**config.mk**
```make
export PLATFORM = sky130hd
export DESIGN_NAME = eth_dma_regs
export DESIGN_NICKNAME = d
export VERILOG_FILES = /design/src/rtl/eth_dma_regs.sv
export SDC_FILE = /design/constraint.sdc
export NUM_CORES = 1
export LEC_CHECK = 0
export ABC_CLOCK_PERIOD_IN_PS = 3420
export BUFFER_PORTS_ARGS = -buffer_cell sky130_fd_sc_hd__buf_4
export CORE_UTILIZATION = 45
export CTS_BUF_LIST = sky130_fd_sc_hd__clkbuf_2
export CTS_CLUSTER_DIAMETER = 100
export CTS_CLUSTER_SIZE = 8
export DETAILED_ROUTE_END_ITERATION = 10
export GPL_TIMING_DRIVEN = 0
export PLACE_DENSITY = 0.67
export SLEW_MARGIN = 20
export SYNTH_ARGS = -nofsm -noshare
export SYNTH_HDL_FRONTEND = slang
export SYNTH_SLANG_ARGS = --single-unit
```
**constraint.sdc**
```tcl
create_clock -name clk -period 3.42 [get_ports clk]
set_clock_uncertainty 0.1 [all_clocks]
set_input_delay 0.342 -clock clk [delete_from_list [all_inputs] [get_ports clk]]
set_output_delay 0.342 -clock clk [all_outputs]
set_load 0.02 [all_outputs]
```
**src/rtl/eth_dma_regs.sv**
```systemverilog
module eth_dma_regs #(
  parameter int AW = 16,
  parameter int DW = 32
) (
  input  logic          clk,
  input  logic          rst_n,
  input  logic          wr_en,
  input  logic [AW-1:0] addr,
  input  logic [DW-1:0] wdata,
  output logic [DW-1:0] rdata,
  output logic          irq,
  output logic          tx_kick,
  output logic          rx_en,
  output logic [DW-1:0] rx_base_ptr,
  output logic [DW-1:0] tx_base_ptr,
  output logic [DW-1:0] rx_desc_ptr,
  output logic [DW-1:0] tx_desc_ptr,
  input  logic          ev_tx_done,
  input  logic          ev_rx_done,
  input  logic          ev_rx_nobuf,
  input  logic          tx_desc_ld,
  input  logic [DW-1:0] tx_desc_nxt,
  input  logic          rx_desc_ld,
  input  logic [DW-1:0] rx_desc_nxt
);
  localparam int IW = AW - 2;
  localparam logic [IW-1:0] I_VER   = IW'('h008);
  localparam logic [IW-1:0] I_MODE  = IW'('h3C0);
  localparam logic [IW-1:0] I_TXPL  = IW'('h3C1);
  localparam logic [IW-1:0] I_RXPL  = IW'('h3C2);
  localparam logic [IW-1:0] I_RXB   = IW'('h3C3);
  localparam logic [IW-1:0] I_TXB   = IW'('h3C4);
  localparam logic [IW-1:0] I_STAT  = IW'('h3C5);
  localparam logic [IW-1:0] I_CTRL  = IW'('h3C6);
  localparam logic [IW-1:0] I_IEN   = IW'('h3C7);
  localparam logic [IW-1:0] I_CTXD  = IW'('h3D2);
  localparam logic [IW-1:0] I_CRXD  = IW'('h3D3);
  localparam logic [IW-1:0] I_LIMIT = IW'('h400);
  localparam logic [DW-1:0] VER_VAL = DW'('h1012);

  logic [IW-1:0] idx;
  logic          in_rng, wr;
  logic [DW-1:0] mode_q, rxpl_q, stat_q, ctrl_q, ien_q;
  logic [DW-1:0] ev_set, clr_mask;

  assign idx    = addr[AW-1:2];
  assign in_rng = idx < I_LIMIT;
  assign wr     = wr_en && in_rng;

  assign ev_set = ({DW{ev_tx_done}}  & DW'(32'h0001_0001)) |
                  ({DW{ev_rx_done}}  & DW'(32'h0001_0040)) |
                  ({DW{ev_rx_nobuf}} & DW'(32'h0000_8080));
  assign clr_mask = (wr && idx == I_STAT) ? wdata : '0;

  always_ff @(posedge clk) begin
    if (!rst_n) begin
      mode_q <= '0; rxpl_q <= '0; stat_q <= '0; ctrl_q <= '0; ien_q <= '0;
      rx_base_ptr <= '0; tx_base_ptr <= '0;
      rx_desc_ptr <= '0; tx_desc_ptr <= '0;
      tx_kick <= 1'b0;
    end else begin
      stat_q  <= (stat_q & ~clr_mask) | ev_set;
      tx_kick <= wr && idx == I_TXPL;
      if (rx_desc_ld) rx_desc_ptr <= rx_desc_nxt;
      if (tx_desc_ld) tx_desc_ptr <= tx_desc_nxt;
      if (wr) begin
        case (idx)
          I_MODE: mode_q <= {wdata[DW-1:1], 1'b0};
          I_RXPL: rxpl_q <= wdata;
          I_RXB:  begin rx_base_ptr <= wdata; rx_desc_ptr <= wdata; end
          I_TXB:  begin tx_base_ptr <= wdata; tx_desc_ptr <= wdata; end
          I_CTRL: ctrl_q <= wdata;
          I_IEN:  ien_q  <= wdata;
          I_CRXD: rx_desc_ptr <= wdata;
          I_CTXD: tx_desc_ptr <= wdata;
          default: ;
        endcase
      end
    end
  end

  assign irq   = |(stat_q & ien_q);
  assign rx_en = ctrl_q[1];

  always_comb begin
    rdata = '0;
    if (in_rng) begin
      case (idx)
        I_VER:  rdata = VER_VAL;
        I_MODE: rdata = mode_q;
        I_RXPL: rdata = rxpl_q;
        I_RXB:  rdata = rx_base_ptr;
        I_TXB:  rdata = tx_base_ptr;
        I_STAT: rdata = stat_q;
        I_CTRL: rdata = ctrl_q;
        I_IEN:  rdata = ien_q;
        I_CRXD: rdata = rx_desc_ptr;
        I_CTXD: rdata = tx_desc_ptr;
        default: rdata = '0;
      endcase
    end
  end

  AST_W1C_CLEAR: assert property (@(posedge clk) disable iff (!rst_n)
    (wr_en && in_rng && idx == I_STAT && wdata[6] && !ev_rx_done) |=> !stat_q[6]);
  AST_EVENT_WINS: assert property (@(posedge clk) disable iff (!rst_n)
    ev_rx_nobuf |=> (stat_q[7] && stat_q[15]));
  AST_BASE_LOAD: assert property (@(posedge clk) disable iff (!rst_n)
    (wr_en && idx == I_RXB) |=> (rx_desc_ptr == $past(wdata)));
  AST_KICK_PULSE: assert property (@(posedge clk) disable iff (!rst_n)
    (wr_en && idx == I_TXPL) |=> tx_kick);
  AST_IRQ_RAISE: assert property (@(posedge clk) disable iff (!rst_n)
    (ev_tx_done && ien_q[0] && !(wr_en && idx == I_IEN)) |=> irq);
  AST_OOR_NOWRITE: assert property (@(posedge clk) disable iff (!rst_n)
    (wr_en && !in_rng) |=> $stable(mode_q));
endmodule

```
# Word-level counts from Yosys, hierarchy flattened
# Index checks and enable logic that the tools add are counted.
# op_classes
n_lt_le_gt_ge,1
eq_ne,11
muxes,9
bitwise,6
n_reduce_logical,12
# ops
cell,count
$pmux W32 S10,1
$mux W32,8
$eq A14 B10 Y1 const B,10
$and A32 B32 Y32,2
$not A32 Y32,1
$or A32 B17 Y32,1
$reduce_or A32 Y1,1
$or A17 B16 Y17,1
$or A17 B17 Y17,1
$eq A14 B4 Y1 const B,1
$lt A14 B11 Y1 const B,1
$reduce_and A2 Y1,6
$reduce_or A2 Y1,2
$logic_and A1 B1 Y1,3
# word_totals
ff_bits,288

# Longest topological paths before layout
# Gate-level depths: netlist of the first run.
# depth
word_depth,7
depth_mapped,8
depth_no_buf,4

# Worst setup path after synthesis of the first run
# OpenSTA, ideal clock, no wires.
# synth_timing
path_type,in2out
startpoint,input addr[2]
endpoint,output rdata[24]
t_arrival_ps,2140
t_required_ps,2978
setup_slack_ps,838
cell_stages,6
path_buffers,3
path_cell_list,buf_2 > nor4_1 > clkbuf_1 > clkbuf_1 > a22oi_1 > o21ai_0
# synth_between
elab_chain_len,3
# synth_rtl
item,line,text
from (decl),8,"input logic [AW-1:0] addr,"
"parallel branches: the longest is 2 deep, another holds $lt A14 B11 Y1",n/a,
$mux W32 *,87,if (in_rng) begin
to (decl),10,"output logic [DW-1:0] rdata,"
# Every way passes the cells marked *.

# Final worst setup path of the first run
# layout_timing
startpoint,input addr[2]
endpoint,output rdata[11]
# Same word-level chain as after synthesis.

==> out/metrics.csv, run 1 <==
stage,metric,value,unit
detailed_routing,initial DRC count,2374,
die,die area,31600,um^2
layout,most frequent cells in the layout,"dfxtp_1, buf_4, a21oi_1",
synth,sequential share of the synthesized area,0.415,
sta,setup violators final,0,
layout,"commonest non-fill, non-tap cell in the layout",dfxtp_1,
critical_path,WP data arrival,2.93,ns
sta,worst hold margin,0.0331,ns
critical_path,"Req. time, crit path",2.98,ns
critical_path,WP buf/inv,5,
synth,"Net Count, Synth",1778,
detailed_routing,Pre-Repair DR Iteration Count,6,
power,Design Power,0.00593,W
cts,CTS Buf Count,41,
placement,Detailed Place HPWL,47.1,mm
global_route,vias in the first global route,15404,
critical_path,CP Max Fanout,10,
placement,gpl congestion,0.994,
power,cell area power density,331,nW/um^2
global_route,grt ovf,0,
critical_path,Critical Path Start Type,primary input,
worst_hold_path,worst min-delay path startpoint,tx_desc_ld,
synth,yosys warns,0,
sta,FMAX,0.296,GHz
critical_path,"slowest stage delay, CP",0.56,ns
synth,Synth top area share,0.415,
sta,Worst Max-Slew Pin Slew,0.997,ns
synth,number of flops mapped to enable cells by yosys,0,
cts,Worst-Skew Late Latency,0.86,ns
layout,Area Growth Syn to Fin,29.0,%
sta,Final min period,3.38,ns
critical_path,Worst Setup SP,addr[2],
critical_path,CP max stage cell,buf_1,
placement,Cells after DPL,2291,
global_route,largest net degree at the start of global routing,20,
global_route,initial antenna violation count,2,
sta,relative slew slack,0.330,
global_route,first-pass GRT wire length,94.0,mm
sta,RSZ-0062 raised after global routing,yes,
die,num rows,63,
synth,top post-synthesis cells by area,"dfxtp_1, a21oi_1, nand3_1, mux2i_1, o21ai_0",
detailed_routing,DR DRC count,0,
global_route,GRT Total Usage,0.401,
sta,final hold viol count,0,
synth,Main synth FF type,dfxtp_1,
flow_run,max_cap viols,0,
cts,postcts setup bufs,0,
critical_path,Crit. End Element,primary output,
layout,share of post-route cells with drive strength above 1,0.196,
detailed_routing,routed vias,15933,
detailed_routing,post-route ant nets,0,
die,Initial Util,0.463,
critical_path,critical path class,in2out,
die,number of top-level pins,283,
power,Max VDD drop,229,uV
worst_hold_path,Hold Path Class,in2reg,
die,die height,178,um
layout,Final nets,2213,
synth,unique cell type count in the Yosys netlist,58,
sta,max-slew violation count,0,
power,Leak Pwr,6.69,nW
cts,H-tree Lvls,2,
cts,CTS Buffer Depth,3,
sta,Setup TNS Final,0,ns
critical_path,worst r2r src,rx_desc_ptr[31],
critical_path,CP Cell Sequence,buf_2 > buf_2 > and4bb_2 > buf_2 > buf_1 > a222oi_1 > nor2_1 > a221o_1 > buf_4,
synth,Syn Inst Count,1658,
synth,mapped cell area,13900,um^2
detailed_routing,drt total wl,64.8,mm
critical_path,CP top delay family,buffers and inverters,
die,Die W,178,um
synth,asr flop ratio synth,0,
layout,fin cells,2484,
cts,TritonCTS Sinks,288,
placement,PortBufs,243,
synth,Synth area leader,dfxtp_1,
cts,CTS tree,built,
layout,# fillers,2745,
detailed_routing,vias per inst,6.41,
status,status,"complete, no violations",
critical_path,Most Frequent Cell on Critical Path,buf_2,
detailed_routing,DR WL/cell,26.1,um
cts,CTS root buf,clkbuf_2,
die,Core Box Area,30000,um^2
synth,syn_area_per_cell,8.38,um^2
sta,Tcrit/Tclk final,0.987,
synth,post-synthesis register bit count,288,
cts,clock-pin transition on the worst setup and hold timing paths,0.17,ns
-- path summary, 6_finish.rpt --
| check | to | slack, ns | cells past startpoint |
|---|---|---|---|
| max reg2reg | rx_desc_ptr[31] | 1.36 | 4 |
| min | tx_desc_ptr[0] | 0.03 | 4 |
| max | rdata[11] | 0.04 | 9 |
| min reg2reg | stat_q[17] | 0.36 | 2 |
-- Yosys cell counts (3+ instances only) --
cell       number
nand3_1       175
a22o_1         17
nand4bb_1       3
o2bb2ai_1      11
nor4_4          5
o22a_1          8
mux2i_1        86
dfxtp_1       288
nor2_1         44
a211oi_1       34
and4_1          5
buf_2          45
buf_6           8
nand2_1       173
a221o_1         8
a222oi_1       21
inv_1           6
mux4_2         11
o22ai_1         8
a21oi_1       217
nand4_1        12
clkbuf_1      140
buf_1           7
a31oi_1         4
nor4_1          6
mux2_2         39
buf_4           3
o21ai_1         9
o21ai_0       166
a22oi_1        61
-- cells by family (layout without fill, tap and decap cells) --
group           count (synthesis)  in the layout  share of synthesized area
buf+inv                       210            645                     0.0659
compound gates                576            576                      0.249
other cells                     0              1                          0
simple gates                  448            448                      0.159
mux                           136            136                      0.111
flops                         288            288                      0.415
-- worst register-to-register path, cell delays in order (launching register included) --
cell and delay (ns):
dfxtp_1 0.42, mux2i_1 0.10, dlygate4sd3_1 0.58, a211oi_1 0.24, dlygate4sd3_1 0.58
-- stage by stage --
step | util | instance area [um^2] | worst slack, ns
global route | 0.597 | 17900 | 0.0135
detailed placement | 0.540 | 16200 | -0.0958
CTS | 0.597 | 17900 | 0.0622
floorplan | - | 13900 | 0.838
finish | 0.597 | 17900 | 0.0433
global placement | 0.540 | 16200 | -0.136
-- state kept, by name (all words and copies together) (netlist names), 32 cells and up --
name and cells:
ctrl_q 32, ien_q 32, rx_base_ptr 32, rx_desc_ptr 32, rxpl_q 32, stat_q 32, tx_base_ptr 32, tx_desc_ptr 32
-- report_power, final --
part	internal (W)	switching (W)
Clock	0.000316	0.00125
Combinational	0.000367	0.000539
Sequential	0.00341	0.0000517
-- metal layers --
layer  part of all wire  track usage
met5            0.00020            0
met1               0.39        0.518
met4              0.055        0.212
met2               0.44        0.620
met3               0.12       0.0930
-- area by class of cell --
| type | count | area [um^2] | area share |
|---|---|---|---|
| Inverter | 7 | 26.3 | 0.00147 |
| Timing Repair Buffer | 393 | 3330 | 0.185 |
| Buffer | 202 | 891 | 0.0497 |
| Clock inverter | 2 | 7.51 | 0.000419 |
| Tap cell | 390 | 488 | 0.0272 |
| Clock buffer | 41 | 205 | 0.0114 |
| Multi-Input combinational cell | 1160 | 7220 | 0.403 |
| Antenna cell | 1 | 2.50 | 0.000140 |
| Sequential cell | 288 | 5770 | 0.321 |
-- timing repair --
item	in CTS	in global routing
hold buffers	150	0
hold endpoints to repair	287	0
resized for setup	0	7
endpoints found under the setup margin	4	14
(Power assumes the default switching activity.)
==> run 2: changes to the inputs <==
--- a/config.mk
+++ b/config.mk
@@ -5,15 +5,14 @@
 export SDC_FILE = /design/constraint.sdc
 export NUM_CORES = 1
 export LEC_CHECK = 0
-export ABC_CLOCK_PERIOD_IN_PS = 3420
+export ABC_CLOCK_PERIOD_IN_PS = 4000
 export BUFFER_PORTS_ARGS = -buffer_cell sky130_fd_sc_hd__buf_4
-export CORE_UTILIZATION = 45
+export CORE_UTILIZATION = 39
 export CTS_BUF_LIST = sky130_fd_sc_hd__clkbuf_2
 export CTS_CLUSTER_DIAMETER = 100
 export CTS_CLUSTER_SIZE = 8
 export DETAILED_ROUTE_END_ITERATION = 10
 export GPL_TIMING_DRIVEN = 0
-export PLACE_DENSITY = 0.67
 export SLEW_MARGIN = 20
 export SYNTH_ARGS = -nofsm -noshare
 export SYNTH_HDL_FRONTEND = slang
==> constraint.sdc (replaced) <==
create_clock -name clk -period 4 [get_ports clk]
set_clock_uncertainty 0.1 [all_clocks]
set_input_delay 0.4 -clock clk [delete_from_list [all_inputs] [get_ports clk]]
set_output_delay 0.4 -clock clk [all_outputs]
set_load 0.02 [all_outputs]
==> out/metrics.csv, run 2 (same netlist as run 1, synthesis figures left out) <==
stage,metric,value,unit
critical_path,"Req. time, crit path",3.50,ns
die,Initial Util,0.399,
detailed_routing,post-route ant nets,0,
critical_path,CP max stage cell,dlygate4sd3_1,
layout,Final nets,2203,
detailed_routing,drt total wl,66.0,mm
sta,relative slew slack,0.316,
detailed_routing,DR WL/cell,26.0,um
critical_path,Crit. End Element,primary output,
status,status,"complete, no violations",
layout,most frequent cells in the layout,"dfxtp_1, buf_4, a21oi_1",
power,cell area power density,282,nW/um^2
critical_path,critical path class,in2out,
sta,Setup TNS Final,0,ns
global_route,first-pass GRT wire length,94.2,mm
critical_path,"slowest stage delay, CP",0.52,ns
critical_path,WP buf/inv,5,
worst_hold_path,Hold Path Class,in2reg,
cts,CTS Buffer Depth,3,
layout,share of post-route cells with drive strength above 1,0.195,
cts,CTS Buf Count,41,
placement,gpl congestion,0.987,
layout,Area Growth Syn to Fin,28.8,%
critical_path,CP Cell Sequence,dlygate4sd3_1 > buf_4 > and2_1 > clkbuf_1 > and3_1 > clkbuf_2 > a222oi_1 > o21ai_1 > buf_4,
die,Die W,191,um
cts,CTS tree,built,
flow_run,max_cap viols,0,
detailed_routing,routed vias,15929,
layout,"commonest non-fill, non-tap cell in the layout",dfxtp_1,
critical_path,Critical Path Start Type,primary input,
die,num rows,68,
global_route,vias in the first global route,14679,
sta,FMAX,0.259,GHz
critical_path,CP Max Fanout,10,
global_route,largest net degree at the start of global routing,11,
power,Leak Pwr,6.63,nW
die,die height,191,um
cts,H-tree Lvls,2,
power,Max VDD drop,195,uV
sta,RSZ-0062 raised after global routing,no,
die,number of top-level pins,283,
cts,clock-pin transition on the worst setup and hold timing paths,0.14,ns
detailed_routing,vias per inst,6.27,
critical_path,CP top delay family,buffers and inverters,
cts,postcts setup bufs,0,
sta,Tcrit/Tclk final,0.963,
detailed_routing,initial DRC count,2065,
critical_path,Most Frequent Cell on Critical Path,buf_4,
critical_path,WP data arrival,3.35,ns
placement,Detailed Place HPWL,48.7,mm
power,Design Power,0.00505,W
die,Core Box Area,34800,um^2
global_route,initial antenna violation count,1,
cts,Worst-Skew Late Latency,0.84,ns
global_route,GRT Total Usage,0.351,
detailed_routing,DR DRC count,0,
sta,Worst Max-Slew Pin Slew,1.03,ns
sta,max-slew violation count,0,
cts,CTS root buf,clkbuf_2,
sta,Final min period,3.85,ns
die,die area,36400,um^2
detailed_routing,Pre-Repair DR Iteration Count,6,
placement,PortBufs,243,
sta,setup violators final,0,
sta,final hold viol count,0,
global_route,grt ovf,0,
cts,TritonCTS Sinks,288,
run 2: changes by cell type in the layout (fill, tap and decap cells not counted):
cell	change
dlygate4sd3_1	-11
buf_1	+2
nor4_1	+1
nor4_2	-1
clkbuf_1	+2
clkbuf_2	-3
run 2: what timing repair did:
| item | in CTS | in global routing |
|---|---|---|
| resized for setup | 0 | 2 |
| hold buffers | 139 | 0 |
| setup endpoints to repair | 0 | 5 |
| endpoints found under the hold margin | 266 | 0 |
run 2: final timing paths:
path                         from               to  slack, ns  cells past startpoint
setup / recovery         addr[11]        rdata[13]       0.15                      9
hold / removal         rx_desc_ld   rx_desc_ptr[0]       0.01                      3
setup reg to reg  tx_desc_ptr[31]  tx_desc_ptr[31]       2.45                      4
hold reg to reg        stat_q[11]       stat_q[11]       0.37                      2
run 2: per-stage QoR:
step / worst slack (ns) / hold WS, ns / cells / utilization / instance area, um^2
6_report: 0.146 / 0.0146 / 2539 / 0.514 / 17900
3_5_place_dp: 0.375 / 0.339 / 2356 / 0.468 / 16300
2_1_floorplan: 1.30 / 0.322 / 1658 / - / 13900
5_1_grt: 0.151 / 0.0320 / 2539 / 0.514 / 17900
3_3_place_gp: 0.335 / 0.332 / 2356 / 0.468 / 16300
4_1_cts: 0.0592 / 0.00697 / 2538 / 0.514 / 17900
run 2: where the power goes:
| group | internal [W] | total (W) | switching, W |
|---|---|---|---|
| Combinational | 0.000306 | 0.000767 | 0.000461 |
| Sequential | 0.00291 | 0.00296 | 0.0000448 |
| Clock | 0.000271 | 0.00132 | 0.00105 |
| Total | 0.00349 | 0.00505 | 0.00156 |
run 2: layout make-up:
class                   instances  area [um^2]
well taps                     455          569
repair buffers                382         3220
plain buffers                 203          891
multi-input cells            1160         7220
diodes                          1         2.50
inverters                       7         26.3
clock buffers                  41          205
fillers                      3386        16900
flip-flops and latches        288         5770
clock inverters                 2         7.51
run 2: tightest hold or removal path: cells and delay by family:
kind / cells / cell delay, ns
mux: 1 / 0.24
buf+inv: 1 / 0.20
compound gates: 1 / 0.10
run 2: routing by layer:
| layer | part of all wire | GRT usage |
|---|---|---|
| met1 | 0.40 | 0.472 |
| met2 | 0.45 | 0.548 |
| met3 | 0.10 | 0.0558 |
| met4 | 0.051 | 0.164 |
| met5 | 0 | 0 |
==> run 3: changes to the inputs <==
--- a/config.mk
+++ b/config.mk
@@ -8,7 +8,7 @@
 export ABC_CLOCK_PERIOD_IN_PS = 4000
 export BUFFER_PORTS_ARGS = -buffer_cell sky130_fd_sc_hd__buf_4
 export CORE_UTILIZATION = 39
-export CTS_BUF_LIST = sky130_fd_sc_hd__clkbuf_2
+export CTS_BUF_LIST = sky130_fd_sc_hd__clkbuf_4 sky130_fd_sc_hd__clkbuf_8
 export CTS_CLUSTER_DIAMETER = 100
 export CTS_CLUSTER_SIZE = 8
 export DETAILED_ROUTE_END_ITERATION = 10
==> out/metrics.csv, run 3 (same netlist as run 1, synthesis figures left out) <==
stage,metric,value,unit
status,status,"complete, no violations",
sta,Tcrit/Tclk final,0.967,
detailed_routing,Pre-Repair DR Iteration Count,7,
sta,Setup WS post-layout,0.132,ns
sta,Final min period,3.87,ns
global_route,GRT Total Usage,0.341,
die,Initial Util,0.399,
sta,Worst Max-Slew Pin Slew,1.08,ns
cts,clock-pin transition on the worst setup and hold timing paths,0.06,ns
critical_path,critical path class,in2out,
cts,postcts setup bufs,0,
placement,gpl congestion,0.987,
detailed_routing,post-route ant nets,0,
detailed_routing,initial DRC count,2003,
critical_path,CP max stage cell,clkbuf_1,
global_route,first-pass GRT wire length,91.1,mm
die,die height,191,um
cts,TritonCTS Sinks,288,
flow_run,max_cap viols,0,
critical_path,Critical Path Start Type,primary input,
placement,Detailed Place HPWL,48.7,mm
power,Leak Pwr,6.08,nW
cts,Worst-Skew Late Latency,0.57,ns
layout,Final nets,2064,
placement,PortBufs,243,
global_route,vias in the first global route,13846,
detailed_routing,DR WL/cell,26.7,um
detailed_routing,vias per inst,6.35,
sta,Setup TNS Final,0,ns
cts,CTS tree,built,
cts,CTS root buf,clkbuf_8,
worst_hold_path,Hold Path Class,in2reg,
layout,# fillers,3438,
sta,FMAX,0.259,GHz
power,cell area power density,335,nW/um^2
die,die area,36400,um^2
detailed_routing,DR DRC count,0,
die,number of top-level pins,283,
cts,Post-CTS Hold Buffers,0,
detailed_routing,routed vias,15236,
global_route,grt ovf,0,
layout,share of post-route cells with drive strength above 1,0.208,
layout,most frequent cells in the layout,"dfxtp_1, buf_4, a21oi_1",
global_route,largest net degree at the start of global routing,11,
layout,Area Growth Syn to Fin,21.4,%
critical_path,Most Frequent Cell on Critical Path,buf_2,
layout,multi-input logic area,7220,um^2
critical_path,CP Cell Sequence,buf_2 > buf_2 > buf_2 > clkbuf_1 > a22oi_1 > o22ai_1 > a221o_1 > buf_4,
cts,CTS Buffer Depth,3,
layout,final core occ,0.485,
die,Core Box Area,34800,um^2
layout,cell area after layout,16900,um^2
cts,post-CTS sizing,0,
critical_path,Crit. End Element,primary output,
cts,H-tree Lvls,2,
sta,max-slew violation count,0,
placement,post-place setup slack,0.375,ns
power,Max VDD drop,221,uV
die,num rows,68,
sta,setup violators final,0,
detailed_routing,drt total wl,64.1,mm
sta,final hold viol count,0,
global_route,initial antenna violation count,0,
sta,RSZ-0062 raised after global routing,no,
cts,CTS Buf Count,41,
layout,"commonest non-fill, non-tap cell in the layout",dfxtp_1,
layout,n_diodes,0,
layout,Register Area,5770,um^2
critical_path,"slowest stage delay, CP",0.85,ns
critical_path,WP data arrival,3.37,ns
critical_path,CP Max Fanout,10,
die,Die W,191,um
sta,relative slew slack,0.282,
placement,dpl cell area,16300,um^2
critical_path,"Req. time, crit path",3.50,ns
[run 3: path summary, 6_finish.rpt]
kind                       start              to  slack, ns  cells past startpoint
setup / recovery         addr[2]       rdata[16]       0.13                      8
hold / removal        ev_tx_done       stat_q[0]       0.05                      3
setup reg to reg  tx_desc_ptr[0]  tx_desc_ptr[0]       2.98                      3
hold reg to reg       stat_q[14]      stat_q[14]       0.35                      2
[run 3: metrics by stage]
step | hold slack (ns) | total power (W) | instances
finish | 0.0464 | 0.00565 | 2399
global route | 0.0575 | 0.00579 | 2399
CTS | 0.0446 | 0.00561 | 2399
detailed placement | 0.339 | 0.00365 | 2356
global placement | 0.332 | 0.00365 | 2356
floorplan | 0.322 | 0.00333 | 1658
[run 3: per-layer routing]
layer / vias to the layer above / wire length, um / part of all wire / global-route usage
li1: 6634 / - / - / -
met1: 7443 / 26100 / 0.41 / 0.469
met2: 996 / 28300 / 0.44 / 0.526
met3: 163 / 6670 / 0.10 / 0.0502
met4: 0 / 3050 / 0.048 / 0.151
met5: - / 0 / 0 / 0
[run 3: final cells by class]
cell class / instances / area share
buffer: 203 / 0.0527
clock buffer: 41 / 0.0334
clock inverter: 2 / 0.000890
inverter: 7 / 0.00156
multi-input combinational: 1160 / 0.428
sequential: 288 / 0.342
tap: 455 / 0.0337
timing repair buffer: 243 / 0.108
[run 3: power by group]
part / internal (W) / total (W) / switching, W
Clock: 0.000915 / 0.00204 / 0.00113
Sequential: 0.00291 / 0.00295 / 0.0000446
Combinational: 0.000215 / 0.000649 / 0.000434
[run 3: worst max-delay path: cells and delay by family]
kind	cells	cell delay, ns
AO/OA/AOI/OAI	3	0.78
buffers and inverters	5	2.17
